File: src/rtl/wug_pkg.sv
package wug_pkg;
  localparam int unsigned ADDR_W_DEF     = 8;
  localparam int unsigned DATA_W_DEF     = 32;
  localparam int unsigned KEY_W_DEF      = 16;
  localparam int unsigned COMMIT_DEF     = 4;
  localparam logic [15:0] KEY_DEF        = 16'hA55A;
  localparam logic [7:0]  KEY_OFFS_DEF   = 8'h3C;
  localparam logic [7:0]  CTRL_OFFS_DEF  = 8'h00;
  localparam int unsigned READY_BIT_DEF  = 7;
  localparam int unsigned UNLOCK_BIT_DEF = 31;
  localparam int unsigned ERR_BIT_DEF    = 0;
endpackage

File: src/rtl/wug_key_guard.sv
module wug_key_guard (
  input  logic clk_i,
  input  logic rst_ni,
  input  logic key_wr_i,
  input  logic key_match_i,
  input  logic accept_i,
  input  logic reject_i,
  input  logic err_clr_i,
  output logic unlocked_o,
  output logic err_o
);
  logic unlocked_q, err_q;

  always_ff @(posedge clk_i or negedge rst_ni) begin
    if (!rst_ni) begin
      unlocked_q <= 1'b0;
    end else if (key_wr_i) begin
      unlocked_q <= key_match_i;
    end else if (accept_i) begin
      unlocked_q <= 1'b0;  // one write per key
    end
  end

  // a rejection in the same cycle as a clearing read keeps the flag
  always_ff @(posedge clk_i or negedge rst_ni) begin
    if (!rst_ni) begin
      err_q <= 1'b0;
    end else if (reject_i) begin
      err_q <= 1'b1;
    end else if (err_clr_i) begin
      err_q <= 1'b0;
    end
  end

  assign unlocked_o = unlocked_q;
  assign err_o      = err_q;
endmodule

File: src/rtl/wug_commit_timer.sv
module wug_commit_timer #(
  parameter int unsigned COMMIT_CYCLES = 4
) (
  input  logic clk_i,
  input  logic rst_ni,
  input  logic start_i,
  output logic ready_o
);
  generate
    if (COMMIT_CYCLES == 0) begin : g_no_wait
      assign ready_o = 1'b1;
    end else begin : g_wait
      localparam int unsigned CNT_W = $clog2(COMMIT_CYCLES + 1);
      localparam logic [CNT_W-1:0] CNT_LOAD = CNT_W'(COMMIT_CYCLES);
      logic [CNT_W-1:0] cnt_q;

      always_ff @(posedge clk_i or negedge rst_ni) begin
        if (!rst_ni) begin
          cnt_q <= '0;
        end else if (start_i) begin
          cnt_q <= CNT_LOAD;
        end else if (cnt_q != '0) begin
          cnt_q <= cnt_q - 1'b1;
        end
      end

      assign ready_o = (cnt_q == '0);
    end
  endgenerate
endmodule

File: src/rtl/write_unlock_gate.sv
module write_unlock_gate
  import wug_pkg::*;
#(
  parameter int unsigned ADDR_W        = ADDR_W_DEF,
  parameter int unsigned DATA_W        = DATA_W_DEF,
  parameter int unsigned KEY_W         = KEY_W_DEF,
  parameter int unsigned COMMIT_CYCLES = COMMIT_DEF,
  parameter logic [KEY_W-1:0]  KEY        = KEY_DEF,
  parameter logic [ADDR_W-1:0] KEY_OFFS   = KEY_OFFS_DEF,
  parameter logic [ADDR_W-1:0] CTRL_OFFS  = CTRL_OFFS_DEF,
  parameter int unsigned READY_BIT     = READY_BIT_DEF,
  parameter int unsigned UNLOCK_BIT    = UNLOCK_BIT_DEF,
  parameter int unsigned ERR_BIT       = ERR_BIT_DEF
) (
  input  logic              clk_i,
  input  logic              rst_ni,
  input  logic              bus_we_i,
  input  logic              bus_re_i,
  input  logic [ADDR_W-1:0] bus_addr_i,
  input  logic [DATA_W-1:0] bus_wdata_i,
  output logic [DATA_W-1:0] bus_rdata_o,
  output logic              dn_we_o,
  output logic              dn_re_o,
  output logic [ADDR_W-1:0] dn_addr_o,
  output logic [DATA_W-1:0] dn_wdata_o,
  input  logic [DATA_W-1:0] dn_rdata_i
);
  logic is_key, is_ctrl, key_wr, key_match, prot_wr;
  logic accept, reject, err_clr;
  logic unlocked, ready, err_flag;
  logic [DATA_W-1:0] status_word, ctrl_word;

  assign is_key    = (bus_addr_i == KEY_OFFS);
  assign is_ctrl   = (bus_addr_i == CTRL_OFFS);
  assign key_wr    = bus_we_i & is_key;
  assign key_match = (bus_wdata_i[KEY_W-1:0] == KEY);
  assign prot_wr   = bus_we_i & ~is_key;
  assign accept    = prot_wr & unlocked & ready;
  assign reject    = prot_wr & ~accept;
  assign err_clr   = bus_re_i & is_key;

  wug_key_guard u_guard (
    .clk_i       (clk_i),
    .rst_ni      (rst_ni),
    .key_wr_i    (key_wr),
    .key_match_i (key_match),
    .accept_i    (accept),
    .reject_i    (reject),
    .err_clr_i   (err_clr),
    .unlocked_o  (unlocked),
    .err_o       (err_flag)
  );

  wug_commit_timer #(.COMMIT_CYCLES(COMMIT_CYCLES)) u_timer (
    .clk_i   (clk_i),
    .rst_ni  (rst_ni),
    .start_i (accept),
    .ready_o (ready)
  );

  always_comb begin
    status_word             = '0;
    status_word[UNLOCK_BIT] = unlocked;
    status_word[ERR_BIT]    = err_flag;
    ctrl_word               = dn_rdata_i;
    ctrl_word[READY_BIT]    = ready;
  end

  assign bus_rdata_o = is_key  ? status_word :
                       is_ctrl ? ctrl_word   : dn_rdata_i;

  assign dn_we_o    = accept;
  assign dn_re_o    = bus_re_i & ~is_key;
  assign dn_addr_o  = bus_addr_i;
  assign dn_wdata_o = bus_wdata_i;
endmodule

File: config.mk
export PLATFORM = sky130hd
export DESIGN_NAME = write_unlock_gate
export DESIGN_NICKNAME = d
export VERILOG_FILES = /design/src/rtl/wug_pkg.sv /design/src/rtl/wug_key_guard.sv /design/src/rtl/wug_commit_timer.sv /design/src/rtl/write_unlock_gate.sv
export SDC_FILE = /design/constraint.sdc
export NUM_CORES = 1
export LEC_CHECK = 0
export ABC_CLOCK_PERIOD_IN_PS = 3300
export BUFFER_PORTS_ARGS = -buffer_cell sky130_fd_sc_hd__buf_2
export CAP_MARGIN = 10
export CELL_PAD_IN_SITES_DETAIL_PLACEMENT = 0
export CELL_PAD_IN_SITES_GLOBAL_PLACEMENT = 2
export CORE_UTILIZATION = 13
export DETAILED_ROUTE_END_ITERATION = 10
export PLACE_DENSITY = 0.93
export SYNTH_ARGS = -nofsm -noshare
export SYNTH_HDL_FRONTEND = slang
export SYNTH_HIERARCHICAL = 1
export SYNTH_SLANG_ARGS = --single-unit
File: constraint.sdc
create_clock -name clk_i -period 3.3 [get_ports clk_i]
set_clock_uncertainty 0.1 [all_clocks]
set_input_delay 0.33 -clock clk_i [delete_from_list [all_inputs] [get_ports clk_i]]
set_output_delay 0.33 -clock clk_i [all_outputs]
set_load 0.02 [all_outputs]
# Word-level counts from Yosys, hierarchy flattened
# Cells that the tools add are included.
word_totals:
  reg_bits: 5
  out_inout_bits: 74
  elab_cells: 29
classes:
  n_addsub: 1
  n_eq_ne: 2
  mux: 8
  n_bitwise: 9
  n_reduce_logical: 6
ops:
  columns: ["cell", "count"]
  rows:
  - ["$mux 32", 1]
  - ["$eq 16x16->1 const B", 1]
  - ["$eq 8x6->1 const B", 1]
  - ["$logic_not 8->1", 1]
  - ["$mux 8", 1]
  - ["$and 1x1->1", 7]
  - ["$mux 3", 2]
  - ["$reduce_bool 2->1", 3]
  - ["$mux 1", 4]
  - ["$logic_not 3->1", 1]
  - ["$reduce_bool 3->1", 1]
  - ["$sub 3x1->3 const B", 1]
  - ["$not 1->1", 2]

# Depth between registers and ports, before layout
# Gate-level depths: netlist of run 1.
depth:
  depth_word: 8
  depth_mapped: 7
  ltp_nobuf: 7

# Cells and area by module
# Netlist of run 1, hierarchy kept.
by_module_without_submodules:
  columns: ["mod", "instances", "cells_each", "area_each_um2"]
  rows:
  - ["write_unlock_gate", 1, 95, 681.9]
  - ["wug_commit_timer", 1, 16, 183.9]
  - ["wug_key_guard", 1, 7, 80.1]

# Worst setup path after synthesis of run 1
# No wires, ideal clock.
synth_path:
  kind: "input to register"
  startpoint: "input bus_addr_i[2]"
  endpoint: "register u_timer.g_wait.cnt_q[0]"
  setup_ns: 0.125
  arrival_ns: 2.144
  required_ns: 3.075
  slack_ns: 0.931
  stages: 7
  n_path_buf: 2
  path_cell_list: "and4_1 > and2_1 > buf_4 > buf_6 > nor3_1 > nor2b_1 > mux2_4"
synth_between:
  elab_chain_len: 6
synth_lines:
  columns: ["element", "line_no", "text"]
  rows:
  - ["start: declaration", "write_unlock_gate.sv:19", "input logic [ADDR_W-1:0] bus_addr_i,"]
  - ["$eq 8x6->1 *", "write_unlock_gate.sv:33", "assign is_key = (bus_addr_i == KEY_OFFS);"]
  - ["$not 1->1 *", "write_unlock_gate.sv:37", "assign prot_wr = bus_we_i & ~is_key;"]
  - ["$and 1x1->1 *", "write_unlock_gate.sv:37", null]
  - ["$and 1x1->1 * (2 in a row)", "write_unlock_gate.sv:38", "assign accept = prot_wr & unlocked & ready;"]
  - ["via dn_we_o", "write_unlock_gate.sv:22", "output logic dn_we_o,"]
  - ["$mux 3 / $reduce_bool 2->1 (equally long branches)", null, null]
  - ["end signal: assignment", "wug_commit_timer.sv:23", "cnt_q <= cnt_q - 1'b1;"]
  - ["end: declaration", "wug_commit_timer.sv:15", "logic [CNT_W-1:0] cnt_q;"]
# Mark *: on every way through the listed nets, which the timed path passes. The rest lies on a longest branch.
# A chain may end at the register's enable or synchronous reset.

# Worst setup path after layout of run 1
layout_path:
  startpoint: "register u_timer.g_wait.cnt_q[0]"
  endpoint: "output dn_we_o"
layout_between:
  elab_chain_len: 2
layout_lines:
  columns: ["element", "line_no", "text"]
  rows:
  - ["$logic_not 3->1", "wug_commit_timer.sv:27", "assign ready_o = (cnt_q == '0);"]
  - ["via ready", "write_unlock_gate.sv:30", "logic unlocked, ready, err_flag;"]
  - ["$and 1x1->1", "write_unlock_gate.sv:38", null]
  - ["end: declaration", "write_unlock_gate.sv:22", null]
# The timed path passes the listed nets, and every way through them passes these cells.

==> impl_metrics.sql, run 1 <==
INSERT INTO impl_metrics (metric_group, metric, value, unit) VALUES
('clock_tree', 'cts_resized', '0', ''),
('timing', 'pin_slew_with_the_least_headroom_to_its_limit', '700', 'ps'),
('timing', 'timing.final.max_slew_violations', '0', ''),
('setup_path', 'worst-r2r-cell-count', '7', ''),
('setup_path', 'rr_endpoint', 'u_timer/g_wait.cnt_q[0]$_DFFE_PN0P_', ''),
('floorplanning', 'die_h', '87.3', 'um'),
('clock_tree', 'max-clock-path-buffers', '2', ''),
('yosys', 'post_synth.cell_area_avg', '8.02', 'um^2'),
('drt', 'routed_via_density', '3.31', ''),
('clock_tree', 'cts.clk_slew.worst_paths', '40', 'ps'),
('hold_path', 'path_class_of_the_lowest_slack_min_delay_path', 'in -> async', ''),
('timing', 'fin_setup_tns', '0', 'ps'),
('power', 'seq_power_share', '0.214', ''),
('drt', 'detail_route.wirelength', '2.57', 'mm'),
('floorplanning', 'dieWidth', '87.3', 'um'),
('cells_and_area', 'layout.cells.most_common_list', '117 x sky130_fd_sc_hd__buf_2, 32 x sky130_fd_sc_hd__nor2b_1, 5 x sky130_fd_sc_hd__dfrtp_1', ''),
('drt', 'route.detailed.drc', '0', ''),
('cells_and_area', 'fin_nets', '276', ''),
('power', 'power.share.switching', '0.378', ''),
('timing', 'setup_viol', '0', ''),
('yosys', 'syn_std_cell_area', '946', 'um^2'),
('drt', 'drt.antenna.violating_nets', '0', ''),
('global_route', 'grt_max_degree', '25', ''),
('job', 'cap_viol_max_count', '0', ''),
('floorplanning', 'initial_core_util', '0.137', ''),
('setup_path', 'timing.critical_path.arrival', '2040', 'ps'),
('cells_and_area', 'final_layout_size_suffix_gt1_frac', '0.640', ''),
('drt', 'routed_wire_length_per_instance', '8.78', 'um'),
('clock_tree', 'cts_sinks', '5', ''),
('floorplanning', 'design.die.area', '7620', 'um^2'),
('global_route', 'grt.total_usage', '0.0574', ''),
('setup_path', 'worst-r2r-setup-slack', '1180', 'ps'),
('setup_path', 'critical_path.reg2reg.startpoint', 'u_timer/g_wait.cnt_q[0]$_DFFE_PN0P_', ''),
('yosys', 'ys_seq_area_frac', '0.132', ''),
('yosys', 'ys_dominant_reg_cell', 'sky130_fd_sc_hd__dfrtp_1', ''),
('cells_and_area', 'insertedDiodeCount', '0', ''),
('timing', 'max_clock_freq', '404', 'MHz'),
('yosys', 'synthArstFlopShare', '1.00', ''),
('yosys', 'edff_count_synth', '0', ''),
('setup_path', 'crit_path_end_kind', 'output pin', ''),
('clock_tree', 'tritoncts', 'yes', ''),
('timing', 'fin_hold_ws', '369', 'ps'),
('drt', 'first_pass_iters', '2', ''),
('setup_path', 'critPathLaunchType', 'register', ''),
('yosys', 'syn_inst', '118', ''),
('floorplanning', 'placement_rows', '30', ''),
('placement', 'place_hpwl', '2.28', 'mm'),
('drt', 'drt_iter0_markers', '8', ''),
('global_route', 'grt-ovfl-total', '0', ''),
('setup_path', 'critPathKind', 'reg -> out', ''),
('placement', 'final_estimated_routing_congestion_in_global_placement', '0.753', ''),
('power', 'vdd_drop_max', '0.141', 'mV'),
('power', 'switchingPower', '173', 'uW'),
('clock_tree', 'cts_max_level', '1', ''),
('cells_and_area', 'area_growth', '46.0', '%'),
('setup_path', 'worstSetupStartpoint', 'u_timer/g_wait.cnt_q[0]$_DFFE_PN0P_', ''),
('yosys', 'syn-num-nets', '196', ''),
('global_route', 'initial_antenna_violation_count', '0', ''),
('timing', 'timing.slew.headroom', '0.530', ''),
('yosys', 'yosys_warnings', '6', ''),
('power', 'clockPowerShare', '0.248', ''),
('power', 'p_int', '285', 'uW'),
('setup_path', 'cp-endpoint', 'dn_we_o', ''),
('clock_tree', 'cts_root_buf', 'sky130_fd_sc_hd__clkbuf_8', ''),
('floorplanning', 'placeableCoreArea', '6910', 'um^2'),
('clock_tree', 'cts_post_setup_buffers_inserted', '0', ''),
('outcome', 'status', 'completed', ''),
('global_route', 'grt_pass1_wl', '3.47', 'mm'),
('timing', 'final.period_utilization', '0.749', ''),
('power', 'power.combinational.fraction', '0.538', ''),
('cells_and_area', 'layout.cells.most_common', 'sky130_fd_sc_hd__buf_2', '');
## timing repair
item,4_1_cts,5_1_grt
endpoints found under the hold margin,5,0
hold buffers,1,0
endpoints found under the setup margin,0,0
## registers in the layout (all words and copies together), names as in the netlist
signal                cells
u_guard/err_o             1
u_guard/unlocked_o        1
u_timer/g_wait.cnt_q      3
## per-stage QoR
stage	instances	power, uW	instance area (um^2)	setup WS, ps
5_1_grt	293	493	1380	651
6_report	293	457	1380	827
4_1_cts	293	464	1380	804
3_5_place_dp	288	346	1330	953
2_1_floorplan	118	304	946	931
3_3_place_gp	288	342	1330	974
## critical path: stages, from the launching register on
cell                      delay, ps
sky130_fd_sc_hd__dfrtp_1        380
sky130_fd_sc_hd__inv_1           80
sky130_fd_sc_hd__ha_1           190
sky130_fd_sc_hd__nor2b_4        230
sky130_fd_sc_hd__nand2_1         90
sky130_fd_sc_hd__nor3_1         550
sky130_fd_sc_hd__buf_2          290
## cell families after synthesis
logic type	count (synthesis)	synth area share
AO/OA/AOI/OAI	6	0.0503
flip-flops	5	0.132
adder cells (fa/ha/maj)	2	0.0265
buffers and inverters	48	0.369
multiplexers	3	0.0397
AND/OR/NAND/NOR	54	0.382
## worst min-delay path by stage
stage | startpoint | to
floorplan | rst_ni | u_guard/err_o$_DFFE_PN0P_
global placement | rst_ni | u_timer/g_wait.cnt_q[2]$_DFFE_PN0P_
detailed placement | rst_ni | u_timer/g_wait.cnt_q[2]$_DFFE_PN0P_
CTS | rst_ni | u_timer/g_wait.cnt_q[0]$_DFFE_PN0P_
global route | rst_ni | u_timer/g_wait.cnt_q[0]$_DFFE_PN0P_
finish | rst_ni | u_timer/g_wait.cnt_q[0]$_DFFE_PN0P_
## per-layer routing
metal | GRT usage | vias up | part of all wire
li1 | - | 501 | -
met1 | 0.0756 | 419 | 0.45
met3 | 0.0152 | 0 | 0.082
met2 | 0.0952 | 49 | 0.47
met4 | 0.00894 | 0 | 0
met5 | 0 | - | 0
## layout make-up
class                   instances  area, um^2
fillers                       806        5530
repair buffers                119         603
multi-input cells              65         472
flip-flops and latches          5         125
well taps                      96         120
clock buffers                   3        41.3
inverters                       4        15.0
clock inverters                 1        5.00
## synthesized netlist by cell type, drive strengths merged, types with 2 or more instances
master / n / share of area
and3: 2 / 0.013
buf: 44 / 0.35
dfrtp: 5 / 0.13
ha: 2 / 0.026
inv: 4 / 0.016
mux2: 3 / 0.040
nand2: 3 / 0.012
nor2: 4 / 0.016
nor2b: 33 / 0.23
nor4: 2 / 0.029
nor4bb: 3 / 0.032
o21ai: 2 / 0.015
## power by group through the flow
stage                     Combinational, uW  Sequential, uW  Clock (uW)
after floorplan                         209            94.7           0
after global placement                  244            97.9           0
after detailed placement                248            97.9           0
after CTS                               249            98.3         116
after global routing                    274             100         119
final                                   246            98.0         113
Power figures use the tool's default switching activity.
==> run 2, diff against run 1 <==
--- a/config.mk
+++ b/config.mk
@@ -5,14 +5,14 @@
 export SDC_FILE = /design/constraint.sdc
 export NUM_CORES = 1
 export LEC_CHECK = 0
-export ABC_CLOCK_PERIOD_IN_PS = 3300
+export ABC_CLOCK_PERIOD_IN_PS = 2100
 export BUFFER_PORTS_ARGS = -buffer_cell sky130_fd_sc_hd__buf_2
 export CAP_MARGIN = 10
 export CELL_PAD_IN_SITES_DETAIL_PLACEMENT = 0
 export CELL_PAD_IN_SITES_GLOBAL_PLACEMENT = 2
-export CORE_UTILIZATION = 13
+export CORE_UTILIZATION = 10
 export DETAILED_ROUTE_END_ITERATION = 10
-export PLACE_DENSITY = 0.93
+export PLACE_DENSITY = 0.78
 export SYNTH_ARGS = -nofsm -noshare
 export SYNTH_HDL_FRONTEND = slang
 export SYNTH_HIERARCHICAL = 1
==> constraint.sdc (replaced) <==
create_clock -name clk_i -period 2.1 [get_ports clk_i]
set_clock_uncertainty 0.1 [all_clocks]
set_input_delay 0.21 -clock clk_i [delete_from_list [all_inputs] [get_ports clk_i]]
set_output_delay 0.21 -clock clk_i [all_outputs]
set_load 0.02 [all_outputs]
==> run 2 against run 1 <==
  * Wire length increased by 14%
  * Worst setup slack got worse by 720 ps
  * Register-to-register slack got worse by 1100 ps
  * Global-route usage decreased by 0.29 points
  * Final area increased by 6.0%
  * Highest routed layer is now met4
  * First-iteration DRC count increased to 3.4 times the previous value
  * Critical path depth increased by 3
  * Total power increased by 66%
  * Clock-buffer cell count unchanged
  * Largest power group unchanged
  * Non-clock buffer count increased by 6
  * Largest cell class unchanged
  * Hold slack got worse by 120 ps
==> impl_metrics.sql, run 2 (synthesized netlist as in run 1, its figures left out) <==
INSERT INTO impl_metrics (metric_group, metric, value, unit) VALUES
('cells_and_area', 'stdcell_count', '314', ''),
('drt', 'routed_via_density', '3.23', ''),
('timing', 'max_clock_freq', '502', 'MHz'),
('floorplanning', 'placement_rows', '35', ''),
('setup_path', 'crit_chain', 'inv_1 -> ha_2 -> nor2b_4 -> nand2_2 -> nor3_4 -> buf_4 -> buf_4 -> nor2_1 -> mux2_4', ''),
('cells_and_area', 'insertedDiodeCount', '0', ''),
('timing', 'timing.final.ws_setup', '108', 'ps'),
('drt', 'route.detailed.drc', '0', ''),
('cells_and_area', 'area_growth', '54.8', '%'),
('cells_and_area', 'layout.cells.most_common_list', '116 x sky130_fd_sc_hd__buf_2, 32 x sky130_fd_sc_hd__nor2b_1, 8 x sky130_fd_sc_hd__buf_4', ''),
('clock_tree', 'cts_max_level', '1', ''),
('clock_tree', 'cts.clk_slew.worst_paths', '40', 'ps'),
('floorplanning', 'initial_core_util', '0.103', ''),
('cells_and_area', 'layout.cells.most_common', 'sky130_fd_sc_hd__buf_2', ''),
('drt', 'drt_iter0_markers', '27', ''),
('setup_path', 'critical_path.reg2reg.startpoint', 'u_timer/g_wait.cnt_q[0]$_DFFE_PN0P_', ''),
('placement', 'placed_cell_area', '1350', 'um^2'),
('clock_tree', 'cts_root_buf', 'sky130_fd_sc_hd__clkbuf_8', ''),
('setup_path', 'number_of_buffer_and_inverter_stages_on_the_critical_path', '3', ''),
('setup_path', 'critPathKind', 'reg -> reg', ''),
('cells_and_area', 'largest_register_ffs', '3', ''),
('floorplanning', 'design.die.area', '9850', 'um^2'),
('setup_path', 'crit_path_end_kind', 'register', ''),
('clock_tree', 'clock_insertion_delay_at_the_later_pin_of_the_skew_report', '220', 'ps'),
('drt', 'dr_total_vias', '1014', ''),
('global_route', 'grt.total_usage', '0.0546', ''),
('clock_tree', 'cts_sinks', '5', ''),
('setup_path', 'rr_endpoint', 'u_timer/g_wait.cnt_q[0]$_DFFE_PN0P_', ''),
('floorplanning', 'dieWidth', '99.3', 'um'),
('setup_path', 'cp_slowest_stage_delay', '380', 'ps'),
('setup_path', 'timing.critical_path.arrival', '2000', 'ps'),
('timing', 'timing.slew.headroom', '0.790', ''),
('placement', 'place_ws', '153', 'ps'),
('placement', 'dp_cells', '303', ''),
('setup_path', 'timing.critical_path.required', '2110', 'ps'),
('placement', 'final_estimated_routing_congestion_in_global_placement', '0.647', ''),
('floorplanning', 'pin_count', '150', ''),
('drt', 'drt.antenna.violating_nets', '0', ''),
('setup_path', 'crit_path_top_delay_cell', 'sky130_fd_sc_hd__dfrtp_1', ''),
('timing', 'finalHoldViolCount', '0', ''),
('timing', 'final.period_utilization', '0.949', ''),
('global_route', 'grt_pass1_vias', '890', ''),
('job', 'cap_viol_max_count', '0', ''),
('drt', 'detail_route.wirelength', '2.94', 'mm'),
('setup_path', 'crit_fanout', '4', ''),
('placement', 'place_hpwl', '2.56', 'mm'),
('floorplanning', 'die_h', '99.3', 'um'),
('global_route', 'grt_max_degree', '30', ''),
('power', 'leakagePower', '0.000789', 'uW'),
('global_route', 'grt-ovfl-total', '0', ''),
('timing', 'pin_slew_with_the_least_headroom_to_its_limit', '312', 'ps'),
('power', 'vdd_drop_max', '0.226', 'mV'),
('placement', 'buffer_ports.inserted', '117', ''),
('global_route', 'grt_pass1_wl', '4.17', 'mm'),
('drt', 'routed_wire_length_per_instance', '9.36', 'um'),
('global_route', 'initial_antenna_violation_count', '0', ''),
('cells_and_area', 'register_with_the_highest_flop_count', 'u_timer/g_wait.cnt_q', ''),
('timing', 'layout_min_cycle_time', '1990', 'ps'),
('cells_and_area', 'final_layout_size_suffix_gt1_frac', '0.665', ''),
('hold_path', 'path_class_of_the_lowest_slack_min_delay_path', 'in -> async', ''),
('setup_path', 'critical_path.top_delay_family', 'simple AND/OR/NAND/NOR gates', ''),
('clock_tree', 'cts_buffers', '3', ''),
('setup_path', 'critPathLaunchType', 'register', ''),
('power', 'power_density', '518', 'nW/um^2'),
('clock_tree', 'tritoncts', 'yes', ''),
('outcome', 'status', 'completed', ''),
('cells_and_area', 'fin_area', '1460', 'um^2'),
('clock_tree', 'max-clock-path-buffers', '2', ''),
('drt', 'first_pass_iters', '6', ''),
('power', 'total_power', '759', 'uW'),
('timing', 'setup_viol', '0', ''),
('setup_path', 'worst-r2r-cell-count', '9', ''),
('setup_path', 'cell_repeated_most_along_the_worst_path', 'sky130_fd_sc_hd__buf_4', ''),
('cells_and_area', 'fin_nets', '282', ''),
('setup_path', 'worst-r2r-setup-slack', '110', 'ps'),
('timing', 'timing.final.max_slew_violations', '0', ''),
('floorplanning', 'placeableCoreArea', '9200', 'um^2');
-- run 2: how the worst max path moves through the flow --
stage,startpoint,end,slack (ps),cells past startpoint
floorplan,bus_addr_i[2],u_timer/g_wait.cnt_q[0]$_DFFE_PN0P_,180,7
global placement,u_timer/g_wait.cnt_q[0]$_DFFE_PN0P_,dn_we_o,190,6
detailed placement,u_timer/g_wait.cnt_q[0]$_DFFE_PN0P_,dn_we_o,150,6
CTS,u_timer/g_wait.cnt_q[0]$_DFFE_PN0P_,dn_we_o,10,6
global route,u_timer/g_wait.cnt_q[0]$_DFFE_PN0P_,u_timer/g_wait.cnt_q[0]$_DFFE_PN0P_,-30,9
finish,u_timer/g_wait.cnt_q[0]$_DFFE_PN0P_,u_timer/g_wait.cnt_q[0]$_DFFE_PN0P_,110,9
-- run 2: repair_timing --
action | in CTS | in global routing
endpoints found under the hold margin | 5 | 0
endpoints found under the setup margin | 1 | 1
hold buffers | 1 | 0
gates resized for setup | 1 | 4
cloned | 0 | 0
buffers inserted | 0 | 6
pin swaps | 0 | 1
-- run 2: where the power goes --
| part | switching (uW) | internal, uW |
|---|---|---|
| logic | 208 | 216 |
| clock network | 54.0 | 128 |
| registers | 25.3 | 129 |
| total | 287 | 472 |
-- run 2: through the flow --
| step | util | hold slack (ps) | setup TNS [ps] |
|---|---|---|---|
| after floorplan | - | -186 | 0 |
| after global routing | 0.159 | 283 | -41.8 |
| after CTS | 0.153 | 253 | 0 |
| after detailed placement | 0.147 | -70.7 | 0 |
| after global placement | 0.147 | -67.4 | 0 |
| final | 0.159 | 247 | 0 |
-- run 2: layout make-up --
cell class                      count  area, um^2
Clock buffer                        3        41.3
Clock inverter                      1        5.00
Fill cell                        1057        7730
Inverter                            4        15.0
Multi-Input combinational cell     65         488
Sequential cell                     5         125
Tap cell                          111         139
Timing Repair Buffer              125         651
-- run 2: metal layers --
metal | wire length (um) | vias up | global-route usage
li1 | - | 511 | -
met2 | 1270 | 55 | 0.0743
met3 | 214 | 2 | 0.0190
met4 | 40 | 0 | 0.0249
met5 | 0 | - | 0
met1 | 1410 | 446 | 0.0761
==> run 3, diff against run 2 <==
--- a/config.mk
+++ b/config.mk
@@ -10,9 +10,10 @@
 export CAP_MARGIN = 10
 export CELL_PAD_IN_SITES_DETAIL_PLACEMENT = 0
 export CELL_PAD_IN_SITES_GLOBAL_PLACEMENT = 2
-export CORE_UTILIZATION = 10
+export CORE_UTILIZATION = 11
+export CTS_BUF_LIST = sky130_fd_sc_hd__clkbuf_8
 export DETAILED_ROUTE_END_ITERATION = 10
-export PLACE_DENSITY = 0.78
+export PLACE_DENSITY_LB_ADDON = 0.1
 export SYNTH_ARGS = -nofsm -noshare
 export SYNTH_HDL_FRONTEND = slang
 export SYNTH_HIERARCHICAL = 1
==> run 3 against run 2 <==
  * Sequential share of layout area rose by 0.27 points
  * Via count rose by 1.6%
  * Clock-buffer cell count did not move
  * Register-to-register slack improved by 230 ps
  * Hold slack got worse by 12 ps
  * Non-clock buffer count fell by 3
  * Die area fell by 8.9%
  * Total power fell by 0.94%
  * Clock power fell by 3%
  * Critical path type is now reg -> out
  * Largest cell class unchanged
  * Highest routed layer unchanged
==> impl_metrics.sql, run 3 (synthesized netlist as in run 1, its figures left out) <==
INSERT INTO impl_metrics (metric_group, metric, value, unit) VALUES
('floorplanning', 'dieWidth', '94.7', 'um'),
('cells_and_area', 'final_layout_size_suffix_gt1_frac', '0.645', ''),
('setup_path', 'critPathLaunchType', 'register', ''),
('global_route', 'met1_usage', '0.0655', ''),
('hold_path', 'path_class_of_the_lowest_slack_min_delay_path', 'in -> reg', ''),
('timing', 'timing.slew.headroom', '0.737', ''),
('cells_and_area', 'fin_nets', '279', ''),
('drt', 'first_pass_iters', '4', ''),
('drt', 'routed_via_density', '3.38', ''),
('clock_tree', 'cts.clk_slew.worst_paths', '40', 'ps'),
('clock_tree', 'cts_sinks', '5', ''),
('cells_and_area', 'layout.cells.most_common', 'sky130_fd_sc_hd__buf_2', ''),
('power', 'power_density', '530', 'nW/um^2'),
('global_route', 'grt_pass1_wl', '4.40', 'mm'),
('timing', 'layout_min_cycle_time', '1950', 'ps'),
('global_route', 'grt_pass1_vias', '912', ''),
('timing', 'finalHoldViolCount', '0', ''),
('clock_tree', 'max-clock-path-buffers', '2', ''),
('setup_path', 'worst-r2r-setup-slack', '340', 'ps'),
('timing', 'fin_setup_tns', '0', 'ps'),
('drt', 'dr_total_vias', '1030', ''),
('timing', 'rsz_0062_raised_after_global_routing', 'false', ''),
('placement', 'place_ws', '159', 'ps'),
('timing', 'timing.final.max_slew_violations', '0', ''),
('global_route', 'initial_antenna_violation_count', '0', ''),
('placement', 'final_estimated_routing_congestion_in_global_placement', '0.623', ''),
('clock_tree', 'cts_root_buf', 'sky130_fd_sc_hd__clkbuf_8', ''),
('floorplanning', 'design.die.area', '8970', 'um^2'),
('floorplanning', 'pin_count', '150', ''),
('timing', 'final.period_utilization', '0.930', ''),
('timing', 'timing.final.ws_setup', '147', 'ps'),
('global_route', 'global_route.usage.met2', '0.120', ''),
('clock_tree', 'clock_insertion_delay_at_the_later_pin_of_the_skew_report', '220', 'ps'),
('global_route', 'grt_max_degree', '30', ''),
('setup_path', 'critPathKind', 'reg -> out', ''),
('clock_tree', 'cts_max_level', '1', ''),
('cells_and_area', 'area_growth', '50.0', '%'),
('job', 'cap_viol_max_count', '0', ''),
('drt', 'drt_iter0_markers', '4', ''),
('power', 'vdd_drop_max', '0.153', 'mV'),
('setup_path', 'timing.critical_path.arrival', '1640', 'ps'),
('cells_and_area', 'stdcell_count', '305', ''),
('clock_tree', 'cts_buffers', '3', ''),
('cells_and_area', 'filler_cell_count', '971', ''),
('timing', 'setup_viol', '0', ''),
('placement', 'buffer_ports.inserted', '117', ''),
('hold_path', 'worstHoldPathCells', '5', ''),
('global_route', 'grt.busiest_layer', 'met2', ''),
('setup_path', 'timing.critical_path.required', '1790', 'ps'),
('placement', 'dp_cells', '298', ''),
('floorplanning', 'die_h', '94.7', 'um'),
('setup_path', 'worst-r2r-cell-count', '8', ''),
('power', 'leakagePower', '0.000777', 'uW'),
('setup_path', 'crit_fanout', '7', ''),
('clock_tree', 'tritoncts', 'yes', ''),
('floorplanning', 'initial_core_util', '0.115', ''),
('timing', 'max_clock_freq', '512', 'MHz'),
('cells_and_area', 'layout.cells.most_common_list', '117 x sky130_fd_sc_hd__buf_2, 32 x sky130_fd_sc_hd__nor2b_1, 5 x sky130_fd_sc_hd__inv_1, 5 x sky130_fd_sc_hd__dfrtp_1', ''),
('drt', 'drt.antenna.violating_nets', '0', ''),
('timing', 'pin_slew_with_the_least_headroom_to_its_limit', '391', 'ps'),
('drt', 'detail_route.wirelength', '3.30', 'mm'),
('cells_and_area', 'largest_register_ffs', '3', ''),
('setup_path', 'rr_endpoint', 'u_timer/g_wait.cnt_q[0]$_DFFE_PN0P_', ''),
('placement', 'place_hpwl', '2.99', 'mm'),
('power', 'total_power', '752', 'uW'),
('global_route', 'grt.total_usage', '0.0641', ''),
('hold_path', 'timing.hold.worst.start', 'bus_wdata_i[1]', ''),
('drt', 'routed_wire_length_per_instance', '10.8', 'um'),
('floorplanning', 'placement_rows', '33', ''),
('cells_and_area', 'insertedDiodeCount', '0', ''),
('outcome', 'status', 'completed', ''),
('setup_path', 'crit_path_end_kind', 'output pin', ''),
('cells_and_area', 'finish.utilization', '0.172', ''),
('floorplanning', 'placeableCoreArea', '8260', 'um^2'),
('global_route', 'grt-ovfl-total', '0', ''),
('setup_path', 'critical_path.reg2reg.startpoint', 'u_timer/g_wait.cnt_q[0]$_DFFE_PN0P_', ''),
('hold_path', 'holdPathEnd', 'u_guard/unlocked_o$_DFFE_PN0P_', ''),
('drt', 'route.detailed.drc', '0', ''),
('cells_and_area', 'register_with_the_highest_flop_count', 'u_timer/g_wait.cnt_q', ''),
('global_route', 'grt.met3_usage', '0.0282', '');
==> run 3: critical path: stages (launching register included) <==
cell and delay, ps:
sky130_fd_sc_hd__dfrtp_1 390, sky130_fd_sc_hd__inv_1 80, sky130_fd_sc_hd__ha_1 200, sky130_fd_sc_hd__nor2b_4 190, sky130_fd_sc_hd__nand2_1 80, sky130_fd_sc_hd__nor3_2 110, sky130_fd_sc_hd__buf_4 170, sky130_fd_sc_hd__buf_2 180
==> run 3: what timing repair did <==
action,in CTS,in global routing
endpoints found under the hold margin,5,0
buffers inserted,0,2
resized for setup,0,0
hold buffers,1,0
endpoints found under the setup margin,0,1
==> run 3: metal layers <==
metal  part of all wire  vias up
met2               0.52       64
met1               0.36      448
met3               0.11       10
met5                  0        -
met4             0.0094        0
li1                   -      508
==> run 3: per-stage QoR <==
stage | hold WS [ps] | cell area [um^2]
6_report | 235 | 1420
3_5_place_dp | -64.6 | 1350
3_3_place_gp | -62.9 | 1350
2_1_floorplan | -186 | 951
4_1_cts | 242 | 1400
5_1_grt | 262 | 1420
==> run 3: how the worst max path moves through the flow <==
stage | from | to | depth (start not counted)
global placement | bus_addr_i[1] | bus_rdata_o[12] | 6
floorplan | bus_addr_i[2] | u_timer/g_wait.cnt_q[0]$_DFFE_PN0P_ | 7
CTS | u_timer/g_wait.cnt_q[0]$_DFFE_PN0P_ | dn_we_o | 7
global route | u_timer/g_wait.cnt_q[0]$_DFFE_PN0P_ | dn_we_o | 7
finish | u_timer/g_wait.cnt_q[0]$_DFFE_PN0P_ | dn_we_o | 7
detailed placement | bus_addr_i[1] | bus_rdata_o[14] | 6
==> run 3: area by class of cell <==
| class | count | area, um^2 | share of cell area |
|---|---|---|---|
| clock inverter | 1 | 3.75 | 0.00265 |
| sequential | 5 | 125 | 0.0882 |
| timing repair buffer | 122 | 626 | 0.441 |
| inverter | 4 | 15.0 | 0.0106 |
| tap | 105 | 131 | 0.0926 |
| clock buffer | 3 | 41.3 | 0.0291 |
| multi-input combinational | 65 | 477 | 0.336 |
==> run 3: report_power, final <==
| part | internal (uW) | switching [uW] | total (uW) | leakage, uW |
|---|---|---|---|---|
| sequential | 129 | 26.0 | 155 | 0.0000586 |
| clock | 126 | 51.7 | 177 | 0.0000269 |
| combinational | 213 | 207 | 420 | 0.000692 |
